File: src/rtl/trc_pkg.sv
package trc_pkg;

    typedef enum logic [2:0] {
        ST_IDLE,
        ST_ARMED,
        ST_POST,
        ST_DRAIN,
        ST_DONE
    } cap_state_t;

    localparam logic [6:0] A_IDENT = 7'd0;
    localparam logic [6:0] A_DEPTH = 7'd1;
    localparam logic [6:0] A_WIDTH = 7'd2;
    localparam logic [6:0] A_STAT  = 7'd3;
    localparam logic [6:0] A_RDAT  = 7'd4;
    localparam logic [6:0] A_RPTR  = 7'd5;
    localparam logic [6:0] A_WPTR  = 7'd6;
    localparam logic [6:0] A_TCNT  = 7'd7;
    localparam logic [6:0] A_CTRL  = 7'd8;

    localparam int STAT_FULL  = 0;
    localparam int STAT_TRIG  = 1;
    localparam int STAT_ACQ   = 2;
    localparam int STAT_EMPTY = 3;

endpackage

File: src/rtl/trc_fmt_pipe.sv
module trc_fmt_pipe #(
    parameter int TW     = 24,
    parameter int STAGES = 3
) (
    input  logic          clk,
    input  logic          rst_n,
    input  logic          in_valid,
    input  logic [TW-1:0] in_data,
    output logic          out_valid,
    output logic [TW-1:0] out_data,
    output logic          empty
);

    logic [STAGES-1:0] stg_v;
    logic [TW-1:0]     stg_d [STAGES];

    generate
        for (genvar i = 0; i < STAGES; i++) begin : g_stage
            if (i == 0) begin : g_head
                always_ff @(posedge clk or negedge rst_n) begin
                    if (!rst_n) begin
                        stg_v[0] <= 1'b0;
                        stg_d[0] <= '0;
                    end else begin
                        stg_v[0] <= in_valid;
                        stg_d[0] <= in_data;
                    end
                end
            end else begin : g_body
                always_ff @(posedge clk or negedge rst_n) begin
                    if (!rst_n) begin
                        stg_v[i] <= 1'b0;
                        stg_d[i] <= '0;
                    end else begin
                        stg_v[i] <= stg_v[i-1];
                        stg_d[i] <= stg_d[i-1];
                    end
                end
            end
        end
    endgenerate

    always_comb begin
        out_valid = stg_v[STAGES-1];
        out_data  = stg_d[STAGES-1];
        empty     = (stg_v == '0);
    end

endmodule

File: src/rtl/trc_ring_store.sv
module trc_ring_store #(
    parameter int TW    = 24,
    parameter int DEPTH = 16,
    localparam int AW   = $clog2(DEPTH)
) (
    input  logic          clk,
    input  logic          rst_n,
    input  logic          we,
    input  logic [TW-1:0] wdata,
    input  logic          wp_load,
    input  logic [AW-1:0] wp_val,
    input  logic          rp_load,
    input  logic [AW-1:0] rp_val,
    input  logic          rp_adv,
    input  logic          clr_full,
    output logic [AW-1:0] wr_ptr,
    output logic [AW-1:0] rd_ptr,
    output logic          full,
    output logic [TW-1:0] rd_word
);

    localparam logic [AW-1:0] LAST = AW'(DEPTH - 1);

    logic [TW-1:0] mem [DEPTH];

    always_ff @(posedge clk) begin
        if (we) begin
            mem[wr_ptr] <= wdata;
        end
    end

    always_ff @(posedge clk or negedge rst_n) begin
        if (!rst_n) begin
            wr_ptr <= '0;
        end else if (wp_load) begin
            wr_ptr <= wp_val;
        end else if (we) begin
            wr_ptr <= wr_ptr + AW'(1);
        end
    end

    always_ff @(posedge clk or negedge rst_n) begin
        if (!rst_n) begin
            full <= 1'b0;
        end else if (clr_full) begin
            full <= 1'b0;
        end else if (we && (wr_ptr == LAST)) begin
            full <= 1'b1;
        end
    end

    always_ff @(posedge clk or negedge rst_n) begin
        if (!rst_n) begin
            rd_ptr <= '0;
        end else if (rp_load) begin
            rd_ptr <= rp_val;
        end else if (rp_adv) begin
            rd_ptr <= rd_ptr + AW'(1);
        end
    end

    always_comb begin
        rd_word = mem[rd_ptr];
    end

endmodule

File: src/rtl/trc_cap_fsm.sv
module trc_cap_fsm
    import trc_pkg::*;
#(
    parameter int CW = 32
) (
    input  logic          clk,
    input  logic          rst_n,
    input  logic          ctl_wr,
    input  logic          ctl_en,
    input  logic          trig_in,
    input  logic          frame_in,
    input  logic          cnt_wr,
    input  logic [CW-1:0] cnt_wval,
    input  logic          fmt_empty,
    output logic          accept,
    output logic          triggered,
    output logic          acq_done,
    output logic [CW-1:0] count,
    output cap_state_t    state
);

    cap_state_t state_q, state_d;
    logic [CW-1:0] count_q;
    logic trig_q, acq_q;
    logic cnt_zero;

    assign cnt_zero = (count_q == '0);

    // state register
    always_ff @(posedge clk or negedge rst_n) begin
        if (!rst_n) begin
            state_q <= ST_IDLE;
        end else begin
            state_q <= state_d;
        end
    end

    // next state: control writes (T_ARM / T_HALT) override all others
    always_comb begin
        state_d = state_q;
        if (ctl_wr) begin
            state_d = ctl_en ? ST_ARMED : ST_IDLE;
        end else begin
            unique case (state_q)
                ST_IDLE:  state_d = ST_IDLE;
                ST_ARMED: begin
                    if (trig_in) begin
                        state_d = cnt_zero ? ST_DRAIN : ST_POST;  // T_FIRE0 / T_FIRE
                    end
                end
                ST_POST:  if (cnt_zero) state_d = ST_DRAIN;       // T_EXPIRE
                ST_DRAIN: if (fmt_empty) state_d = ST_DONE;       // T_SETTLE
                ST_DONE:  state_d = ST_DONE;
                default:  state_d = ST_IDLE;
            endcase
        end
    end

    // outputs
    always_comb begin
        accept    = frame_in &&
                    ((state_q == ST_ARMED) || ((state_q == ST_POST) && !cnt_zero));
        triggered = trig_q;
        acq_done  = acq_q;
        count     = count_q;
        state     = state_q;
    end

    always_ff @(posedge clk or negedge rst_n) begin
        if (!rst_n) begin
            trig_q <= 1'b0;
            acq_q  <= 1'b0;
        end else if (ctl_wr && ctl_en) begin
            trig_q <= 1'b0;
            acq_q  <= 1'b0;
        end else begin
            if (!ctl_wr && (state_q == ST_ARMED) && trig_in) begin
                trig_q <= 1'b1;
            end
            if ((state_d == ST_DRAIN) && (state_q != ST_DRAIN)) begin
                acq_q <= 1'b1;
            end
        end
    end

    always_ff @(posedge clk or negedge rst_n) begin
        if (!rst_n) begin
            count_q <= '0;
        end else if (cnt_wr) begin
            count_q <= cnt_wval;
        end else if ((state_q == ST_POST) && accept) begin
            count_q <= count_q - CW'(1);
        end
    end

endmodule

File: src/rtl/trace_ring_capture.sv
module trace_ring_capture
    import trc_pkg::*;
#(
    parameter int          TW         = 24,
    parameter int          DEPTH      = 16,
    parameter int          FMT_STAGES = 3,
    parameter logic [31:0] ID_CODE    = 32'h7C0A_0001
) (
    input  logic          clk,
    input  logic          rst_n,
    input  logic          trc_valid,
    input  logic [TW-1:0] trc_data,
    input  logic          trc_trigger,
    input  logic [6:0]    reg_addr,
    input  logic [31:0]   reg_wdata,
    input  logic          reg_wr,
    input  logic          reg_rd,
    output logic [31:0]   reg_rdata
);

    localparam int AW = $clog2(DEPTH);
    localparam int CW = 32;

    logic          accept, ram_we, fmt_empty;
    logic [TW-1:0] ram_wdata, rd_word;
    logic [AW-1:0] wr_ptr, rd_ptr;
    logic          st_full, st_trig, st_acq;
    logic [CW-1:0] tcount;
    cap_state_t    cap_state;
    logic [1:0]    ctrl_q;

    logic ctl_wr, rp_wr, wp_wr, tc_wr, rp_adv, arm;
    logic [31:0] status_w, rd_mux;

    always_comb begin
        ctl_wr = reg_wr && (reg_addr == A_CTRL);
        rp_wr  = reg_wr && (reg_addr == A_RPTR);
        wp_wr  = reg_wr && (reg_addr == A_WPTR);
        tc_wr  = reg_wr && (reg_addr == A_TCNT);
        rp_adv = reg_rd && (reg_addr == A_RDAT);
        arm    = ctl_wr && reg_wdata[0];
    end

    trc_cap_fsm #(.CW(CW)) u_fsm (
        .clk       (clk),
        .rst_n     (rst_n),
        .ctl_wr    (ctl_wr),
        .ctl_en    (reg_wdata[0]),
        .trig_in   (trc_trigger),
        .frame_in  (trc_valid),
        .cnt_wr    (tc_wr),
        .cnt_wval  (reg_wdata),
        .fmt_empty (fmt_empty),
        .accept    (accept),
        .triggered (st_trig),
        .acq_done  (st_acq),
        .count     (tcount),
        .state     (cap_state)
    );

    trc_fmt_pipe #(.TW(TW), .STAGES(FMT_STAGES)) u_fmt (
        .clk       (clk),
        .rst_n     (rst_n),
        .in_valid  (accept),
        .in_data   (trc_data),
        .out_valid (ram_we),
        .out_data  (ram_wdata),
        .empty     (fmt_empty)
    );

    trc_ring_store #(.TW(TW), .DEPTH(DEPTH)) u_store (
        .clk      (clk),
        .rst_n    (rst_n),
        .we       (ram_we),
        .wdata    (ram_wdata),
        .wp_load  (wp_wr),
        .wp_val   (reg_wdata[AW-1:0]),
        .rp_load  (rp_wr),
        .rp_val   (reg_wdata[AW-1:0]),
        .rp_adv   (rp_adv),
        .clr_full (arm),
        .wr_ptr   (wr_ptr),
        .rd_ptr   (rd_ptr),
        .full     (st_full),
        .rd_word  (rd_word)
    );

    always_ff @(posedge clk or negedge rst_n) begin
        if (!rst_n) begin
            ctrl_q <= 2'b00;
        end else if (ctl_wr) begin
            ctrl_q <= reg_wdata[1:0];
        end
    end

    always_comb begin
        status_w = '0;
        status_w[STAT_FULL]  = st_full;
        status_w[STAT_TRIG]  = st_trig;
        status_w[STAT_ACQ]   = st_acq;
        status_w[STAT_EMPTY] = fmt_empty;
    end

    always_comb begin
        unique case (reg_addr)
            A_IDENT: rd_mux = ID_CODE;
            A_DEPTH: rd_mux = 32'(DEPTH);
            A_WIDTH: rd_mux = 32'(TW);
            A_STAT:  rd_mux = status_w;
            A_RDAT:  rd_mux = 32'(rd_word);
            A_RPTR:  rd_mux = 32'(rd_ptr);
            A_WPTR:  rd_mux = 32'(wr_ptr);
            A_TCNT:  rd_mux = tcount;
            A_CTRL:  rd_mux = 32'(ctrl_q);
            default: rd_mux = '0;
        endcase
    end

    always_ff @(posedge clk or negedge rst_n) begin
        if (!rst_n) begin
            reg_rdata <= '0;
        end else if (reg_rd) begin
            reg_rdata <= rd_mux;
        end
    end

endmodule

File: config.mk
export PLATFORM = sky130hd
export DESIGN_NAME = trace_ring_capture
export DESIGN_NICKNAME = d
export VERILOG_FILES = /design/src/rtl/trc_pkg.sv /design/src/rtl/trc_fmt_pipe.sv /design/src/rtl/trc_ring_store.sv /design/src/rtl/trc_cap_fsm.sv /design/src/rtl/trace_ring_capture.sv
export SDC_FILE = /design/constraint.sdc
export NUM_CORES = 1
export LEC_CHECK = 0
export CAP_MARGIN = 20
export CORE_MARGIN = 1.5
export CORE_UTILIZATION = 40
export CTS_BUF_LIST = sky130_fd_sc_hd__clkbuf_16
export CTS_CLUSTER_SIZE = 16
export DETAILED_ROUTE_END_ITERATION = 7
export DONT_BUFFER_PORTS = 1
export GPL_ROUTABILITY_DRIVEN = 0
export SLEW_MARGIN = 20
export SYNTH_ARGS = -nofsm -noshare
export SYNTH_HDL_FRONTEND = slang
export SYNTH_SLANG_ARGS = --single-unit
File: constraint.sdc
create_clock -name clk -period 2.35 [get_ports clk]
set_input_delay 0.235 -clock clk [delete_from_list [all_inputs] [get_ports clk]]
set_output_delay 0.235 -clock clk [all_outputs]
set_load 0.1 [all_outputs]
==> impl_metrics.env, run 1 <==
export IMPL_grt_antenna_before_repair=0
export IMPL_slew_violations=0
export IMPL_timing_fmax_ghz=0.429
export IMPL_yosys_warnings=0
export IMPL_cts_max_path_buffers=3
export IMPL_synth_compound_area_share_pct=3.83
export IMPL_status="complete, but fails checks"
export IMPL_hp_class="in2async"
export IMPL_synth_top_area_share_pct=55.7
export IMPL_firstDrtPassIters=5
export IMPL_post_route_cell_area_um2=25000
export IMPL_timing_max_cap_violations=0
export IMPL_cp_start_kind="flip-flop"
export IMPL_p_leak_nw=8.66
export IMPL_powerDensity_nw_per_um2=845
export IMPL_grt_overflow=0
export IMPL_min_period_ns=2.33
export IMPL_worstSetupPathType="reg2reg"
export IMPL_die_w_um=230
export IMPL_coreArea_um2=51200
export IMPL_viasPerCell=5.40
export IMPL_clock_sinks=539
export IMPL_synthesis_nets=1155
export IMPL_vdd_drop_max_mv=0.533
export IMPL_critPathLaunch="u_fsm.count[13]"
export IMPL_cts_tree="built"
export IMPL_portBuffers=0
export IMPL_htree_levels=2
export IMPL_worst_skew_pair_late_latency_ns=0.60
export IMPL_routed_wl_mm=48.7
export IMPL_finalSetupViolCount=0
export IMPL_synth_xor_area_share_pct=1.44
export IMPL_rsz0062_at_grt="true"
export IMPL_slew_headroom_pct=32.0
export IMPL_grt_max_degree=156
export IMPL_synth_top_family_by_area="multiplexers"
export IMPL_dpl_hpwl_mm=27.0
export IMPL_yosys_area_share_simple_pct=5.39
export IMPL_syn_inst=1080
export IMPL_rows=83
export IMPL_worst_setup_path_end_kind="flip-flop"
export IMPL_drtIter0Drc=939
export IMPL_synth_distinct_cells=58
export IMPL_grt_usage_pct=18.6
export IMPL_muxShareOfSynthArea_pct=13.3
export IMPL_worst_pin_slew_ns=1.02
export IMPL_violations="negative hold slack"
export IMPL_diodes=0
export IMPL_layout_drive_gt1_share_pct=25.9
export IMPL_timing_rr_start="u_fsm.count[13]"
export IMPL_skew_ns=0.0193
export IMPL_arrival_ns=2.77
export IMPL_dpl_cell_area_um2=22400
export IMPL_grt_pass1_wl_mm=72.6
export IMPL_ys_flop_type="edfxtp_1"
export IMPL_syn_area_per_cell_um2=19.2
export IMPL_clk_pin_slew_ns=0.06
export IMPL_yosysSeqAreaShare_pct=74.4
export IMPL_nets=1331
export IMPL_fin_crit_sh_pct=99.2
export IMPL_whs_ns=-0.663
export IMPL_io_pin_count=101
export IMPL_required_ns=2.79
export IMPL_n_fill_cell=4224
export IMPL_total_power_mw=21.1
export IMPL_die_h_um=230
export IMPL_async_flop_share_pct=28.8
export IMPL_cts_hold_fix_buffers=68
export IMPL_reg2reg_slack_ns=0.02
export IMPL_synthTopCellsByArea="edfxtp_1 56%, dfrtp_1 19%, mux4_2 13%"
export IMPL_dieArea_um2=53100
export IMPL_root_buffer="clkbuf_16"
export IMPL_cts_buffers=56
export IMPL_route_detailed_drc=0
export IMPL_grt_pass1_vias=11194
export IMPL_worst_r2r_cell_count=5
export IMPL_wire_per_inst_um=24.6
export IMPL_syn_area_um2=20700
export IMPL_setup_tns_ns=0
export IMPL_synth_edf_count=384
export IMPL_worstSetupEndpoint="u_fsm.count[23]"
export IMPL_syn_to_final_growth_pct=20.8
export IMPL_synthTopCellsByCount="384 x edfxtp_1, 155 x dfrtp_1, 118 x mux4_2"
export IMPL_yosysMostFrequentCell="edfxtp_1"
export IMPL_synth_seq_cells=539
export IMPL_reg2reg_to="u_fsm.count[23]"
export IMPL_start_util_pct=40.4
export IMPL_vias=10701
export IMPL_yosys_area_share_adder_pct=0.363
export IMPL_cp_max_fo=4
export IMPL_synth_top_area_cell="edfxtp_1"
export IMPL_hold_violations=155
export IMPL_ant_nets=0
[worst max-delay path: stages (launching register included)]
cell and delay, ns:
dfrtp_1 0.38, or4_4 0.57, or3b_4 0.43, or3_4 0.43, o31ai_1 0.26, a31oi_1 0.11
[per-stage QoR]
stage          cells  utilization [%]  worst slack [ns]
2_1_floorplan   1080                -            0.0137
5_1_grt         1981             48.8           -0.0916
6_report        1981             48.8            0.0182
3_3_place_gp    1804             43.8           -0.0198
3_5_place_dp    1804             43.8           -0.0229
4_1_cts         1975             48.6            0.0129
[placed cells by master, fill, tap and decap left out, types with 8 or more instances in the layout]
cell	synthesis	final
a221o_1	25	25
nor3_1	12	12
nand2_1	33	33
nor2_1	47	47
clkinv_2	0	11
nor4_2	0	8
clkbuf_16	0	57
clkinv_1	0	14
dlygate4sd3_1	0	68
a21oi_1	38	37
o21ai_0	13	12
inv_1	8	18
and2_1	19	19
mux4_2	118	118
dfrtp_1	155	152
buf_12	0	28
buf_4	0	76
xnor2_1	31	31
edfxtp_1	384	384
nor2b_1	23	23
[sequential cells by signal (all words and copies together) (netlist names), 2 cells and up]
name            flops
u_store.mem       384
u_fsm.count        32
u_fmt.stg_d        48
u_fmt.out_data     24
ctrl_q              2
u_store.wr_ptr      4
u_fsm.state         3
u_fmt.stg_v         2
reg_rdata          32
u_store.rd_ptr      4
[layer usage]
| metal | up-vias | part of all wire [%] | track usage, % |
|---|---|---|---|
| met5 | - | 0 | 0 |
| met3 | 71 | 5.9 | 3.64 |
| li1 | 4675 | - | - |
| met2 | 324 | 48 | 30.1 |
| met1 | 5631 | 44 | 25.9 |
| met4 | 0 | 2.1 | 4.88 |
[area by class of cell]
| type | count | area [µm²] | area share, % |
|---|---|---|---|
| Sequential cell | 539 | 15400 | 61.7 |
| Multi-Input combinational cell | 478 | 5130 | 20.5 |
| Timing Repair Buffer | 173 | 1820 | 7.29 |
| Clock buffer | 57 | 1430 | 5.71 |
| Tap cell | 680 | 851 | 3.40 |
| Clock inverter | 46 | 322 | 1.29 |
| Inverter | 8 | 30.0 | 0.120 |
[power breakdown]
part	switching, mW	total [mW]	internal, mW
sequential	0.242	10.6	10.4
clock	3.59	8.41	4.82
combinational	0.947	2.09	1.14
[repair_timing]
item / 4_1_cts / 5_1_grt
resized for setup: 5 / 14
buffers inserted: 0 / 6
gates cloned: 0 / 0
endpoints found under the hold margin: 250 / 155
pin swaps: 0 / 3
endpoints found under the setup margin: 4 / 26
[worst min path at each step]
stage	start	to	slack, ns	depth (start not counted)
after global routing	rst_n	reg_rdata[12]	-0.70	0
final	rst_n	reg_rdata[12]	-0.66	0
after floorplan	rst_n	ctrl_q[0]	-0.06	0
after global placement	rst_n	reg_rdata[13]	-0.05	0
after CTS	rst_n	reg_rdata[31]	-0.70	0
after detailed placement	rst_n	reg_rdata[13]	-0.05	0
[cells by family after synthesis]
group,count (synthesis)
flops,539
simple gates,199
xor+xnor,34
compound gates,112
mux,127
buf+inv,63
fa+ha+maj,6
Note: power is estimated with default switching activity, not from simulation.
==> run 2, diff against run 1 <==
--- a/config.mk
+++ b/config.mk
@@ -7,12 +7,13 @@
 export LEC_CHECK = 0
 export CAP_MARGIN = 20
 export CORE_MARGIN = 1.5
-export CORE_UTILIZATION = 40
+export CORE_UTILIZATION = 31
 export CTS_BUF_LIST = sky130_fd_sc_hd__clkbuf_16
 export CTS_CLUSTER_SIZE = 16
 export DETAILED_ROUTE_END_ITERATION = 7
 export DONT_BUFFER_PORTS = 1
 export GPL_ROUTABILITY_DRIVEN = 0
+export PLACE_DENSITY = 0.55
 export SLEW_MARGIN = 20
 export SYNTH_ARGS = -nofsm -noshare
 export SYNTH_HDL_FRONTEND = slang
==> impl_metrics.env, run 2 (synthesis gave the netlist of run 1 again) <==
export IMPL_status="complete, but fails checks"
export IMPL_violations="design-rule violations, negative hold slack"
export IMPL_slew_headroom_pct=38.5
export IMPL_slew_violations=0
export IMPL_vdd_drop_max_mv=0.482
export IMPL_io_pin_count=101
export IMPL_wire_per_inst_um=22.7
export IMPL_worst_skew_pair_late_latency_ns=0.63
export IMPL_diodes=0
export IMPL_p_leak_nw=8.84
export IMPL_largest_register="u_store.mem"
export IMPL_hold_violations=155
export IMPL_cp_top_family="multiplexers"
export IMPL_crit_top_cell="mux4_2"
export IMPL_mostFrequentLayoutCells="384 x edfxtp_1, 152 x dfrtp_1, 118 x mux4_2, 97 x buf_4, 71 x dlygate4sd3_1"
export IMPL_timing_max_cap_violations=0
export IMPL_firstDrtPassIters=8
export IMPL_fin_crit_sh_pct=98.2
export IMPL_hp_class="in2async"
export IMPL_start_util_pct=31.4
export IMPL_worst_pin_slew_ns=0.923
export IMPL_required_ns=2.85
export IMPL_slowest_delay_ns=0.57
export IMPL_cts_max_path_buffers=3
export IMPL_syn_to_final_growth_pct=22.9
export IMPL_ant_nets=0
export IMPL_cp_max_fo=13
export IMPL_dieArea_um2=68300
export IMPL_worst_setup_path_end_kind="flip-flop"
export IMPL_worstSetupPathType="reg2reg"
export IMPL_final_common_cell="edfxtp_1"
export IMPL_route_detailed_drc=14
export IMPL_crit_buf_inv=1
export IMPL_preCtsSetupSlack_ns=0.0194
export IMPL_timing_fmax_ghz=0.433
export IMPL_grt_antenna_before_repair=0
export IMPL_portBuffers=0
export IMPL_worst_slack_ns=0.0416
export IMPL_post_route_cell_area_um2=25400
export IMPL_grt_usage_pct=14.6
export IMPL_cp_cell_sequence="buf_12 -> mux4_2 -> mux4_2 -> a221o_1"
export IMPL_arrival_ns=2.81
export IMPL_drtIter0Drc=797
export IMPL_cts_hold_fix_buffers=71
export IMPL_rows=94
export IMPL_vias=10763
export IMPL_grt_pass1_vias=11077
export IMPL_finalSetupViolCount=0
export IMPL_htree_levels=2
export IMPL_die_h_um=261
export IMPL_multi_input_area_um2=5120
export IMPL_cp_start_kind="flip-flop"
export IMPL_coreArea_um2=66000
export IMPL_nets=1351
export IMPL_cts_buffers=59
export IMPL_grt_overflow=0
export IMPL_dpl_hpwl_mm=29.3
export IMPL_powerDensity_nw_per_um2=855
export IMPL_reg_top3="u_store.mem x384, u_fmt.stg_d x48"
export IMPL_grt_max_degree=156
export IMPL_die_w_um=261
export IMPL_worst_path_max_delay_cell="mux4_2"
export IMPL_clock_sinks=539
export IMPL_cts_tree="built"
export IMPL_layout_drive_gt1_share_pct=26.4
export IMPL_min_period_ns=2.31
export IMPL_layout_area_seq_um2=15400
export IMPL_n_fill_cell=5948
export IMPL_rsz0062_at_grt="true"
export IMPL_largest_reg_flops=384
export IMPL_skew_ns=0.0299
export IMPL_dpl_cell_area_um2=22700
export IMPL_whs_ns=-0.696
export IMPL_clk_pin_slew_ns=0.06
export IMPL_grt_pass1_wl_mm=73.5
export IMPL_root_buffer="clkbuf_16"
export IMPL_viasPerCell=4.91
export IMPL_routed_wl_mm=49.8
-- run 2: cell types whose count changed in the layout (fill, tap and decap cells not counted), moves of 2 or more --
cell / delta
nor4_2: -4
dlygate4sd3_1: +3
buf_4: +21
buf_12: -7
nor4_1: +4
inv_1: +8
clkinvlp_4: -2
clkinv_1: -2
clkbuf_16: +4
-- run 2: stage by stage --
stage	total power [mW]	utilization (%)	TNS, ns	hold WS, ns	instances
floorplan	12.0	-	0	-0.0606	1080
global placement	12.8	34.3	0	-0.0525	1998
detailed placement	12.8	34.3	0	-0.0522	1998
CTS	22.0	38.3	0	-0.740	2181
global route	22.5	38.6	-0.165	-0.731	2191
finish	21.7	38.6	0	-0.696	2191
-- run 2: what timing repair did --
action / 4_1_cts / 5_1_grt
setup buffers: 0 / 9
hold endpoints to repair: 250 / 155
resized for setup: 0 / 16
setup endpoints to repair: 0 / 27
-- run 2: power breakdown --
| group | internal, mW | switching (mW) | leakage, nW |
|---|---|---|---|
| combinational | 1.16 | 0.969 | 2.46 |
| clock | 5.18 | 3.81 | 0.995 |
| sequential | 10.4 | 0.248 | 5.38 |
| total | 16.7 | 5.03 | 8.84 |
-- run 2: layout make-up --
type | count | area share [%]
clock buffer | 60 | 5.90
clock inverter | 52 | 1.57
inverter | 8 | 0.118
multi-input combinational | 478 | 20.1
sequential | 539 | 60.6
tap | 864 | 4.25
timing repair buffer | 190 | 7.41
-- run 2: routing by layer --
metal | up-vias | GRT usage, % | part of all wire [%]
li1 | 4720 | - | -
met1 | 5684 | 20.2 | 45
met2 | 289 | 23.6 | 48
met3 | 70 | 2.39 | 4.9
met4 | 0 | 4.20 | 2.0
met5 | - | 0 | 0
-- run 2: path summary, 6_finish.rpt --
kind                       cells after the start                 to  slack (ns)              start
max                                            4      reg_rdata[20]        0.04  u_store.rd_ptr[0]
min                                            0  u_fmt.out_data[1]       -0.70              rst_n
max reg2reg                                    4      reg_rdata[20]        0.04  u_store.rd_ptr[0]
min reg2reg                                    0    u_fmt.stg_d[24]        0.35    u_fmt.stg_d[48]
max in group asynchronous                      0    u_fsm.count[13]        2.77              rst_n
min in group clk                               3       reg_rdata[0]        0.03        reg_addr[3]
-- run 2: worst register-to-register path, stage by stage, from the launching register on --
cell	delay [ns]
dfrtp_4	0.55
buf_12	0.22
mux4_2	0.54
mux4_2	0.57
a221o_1	0.33
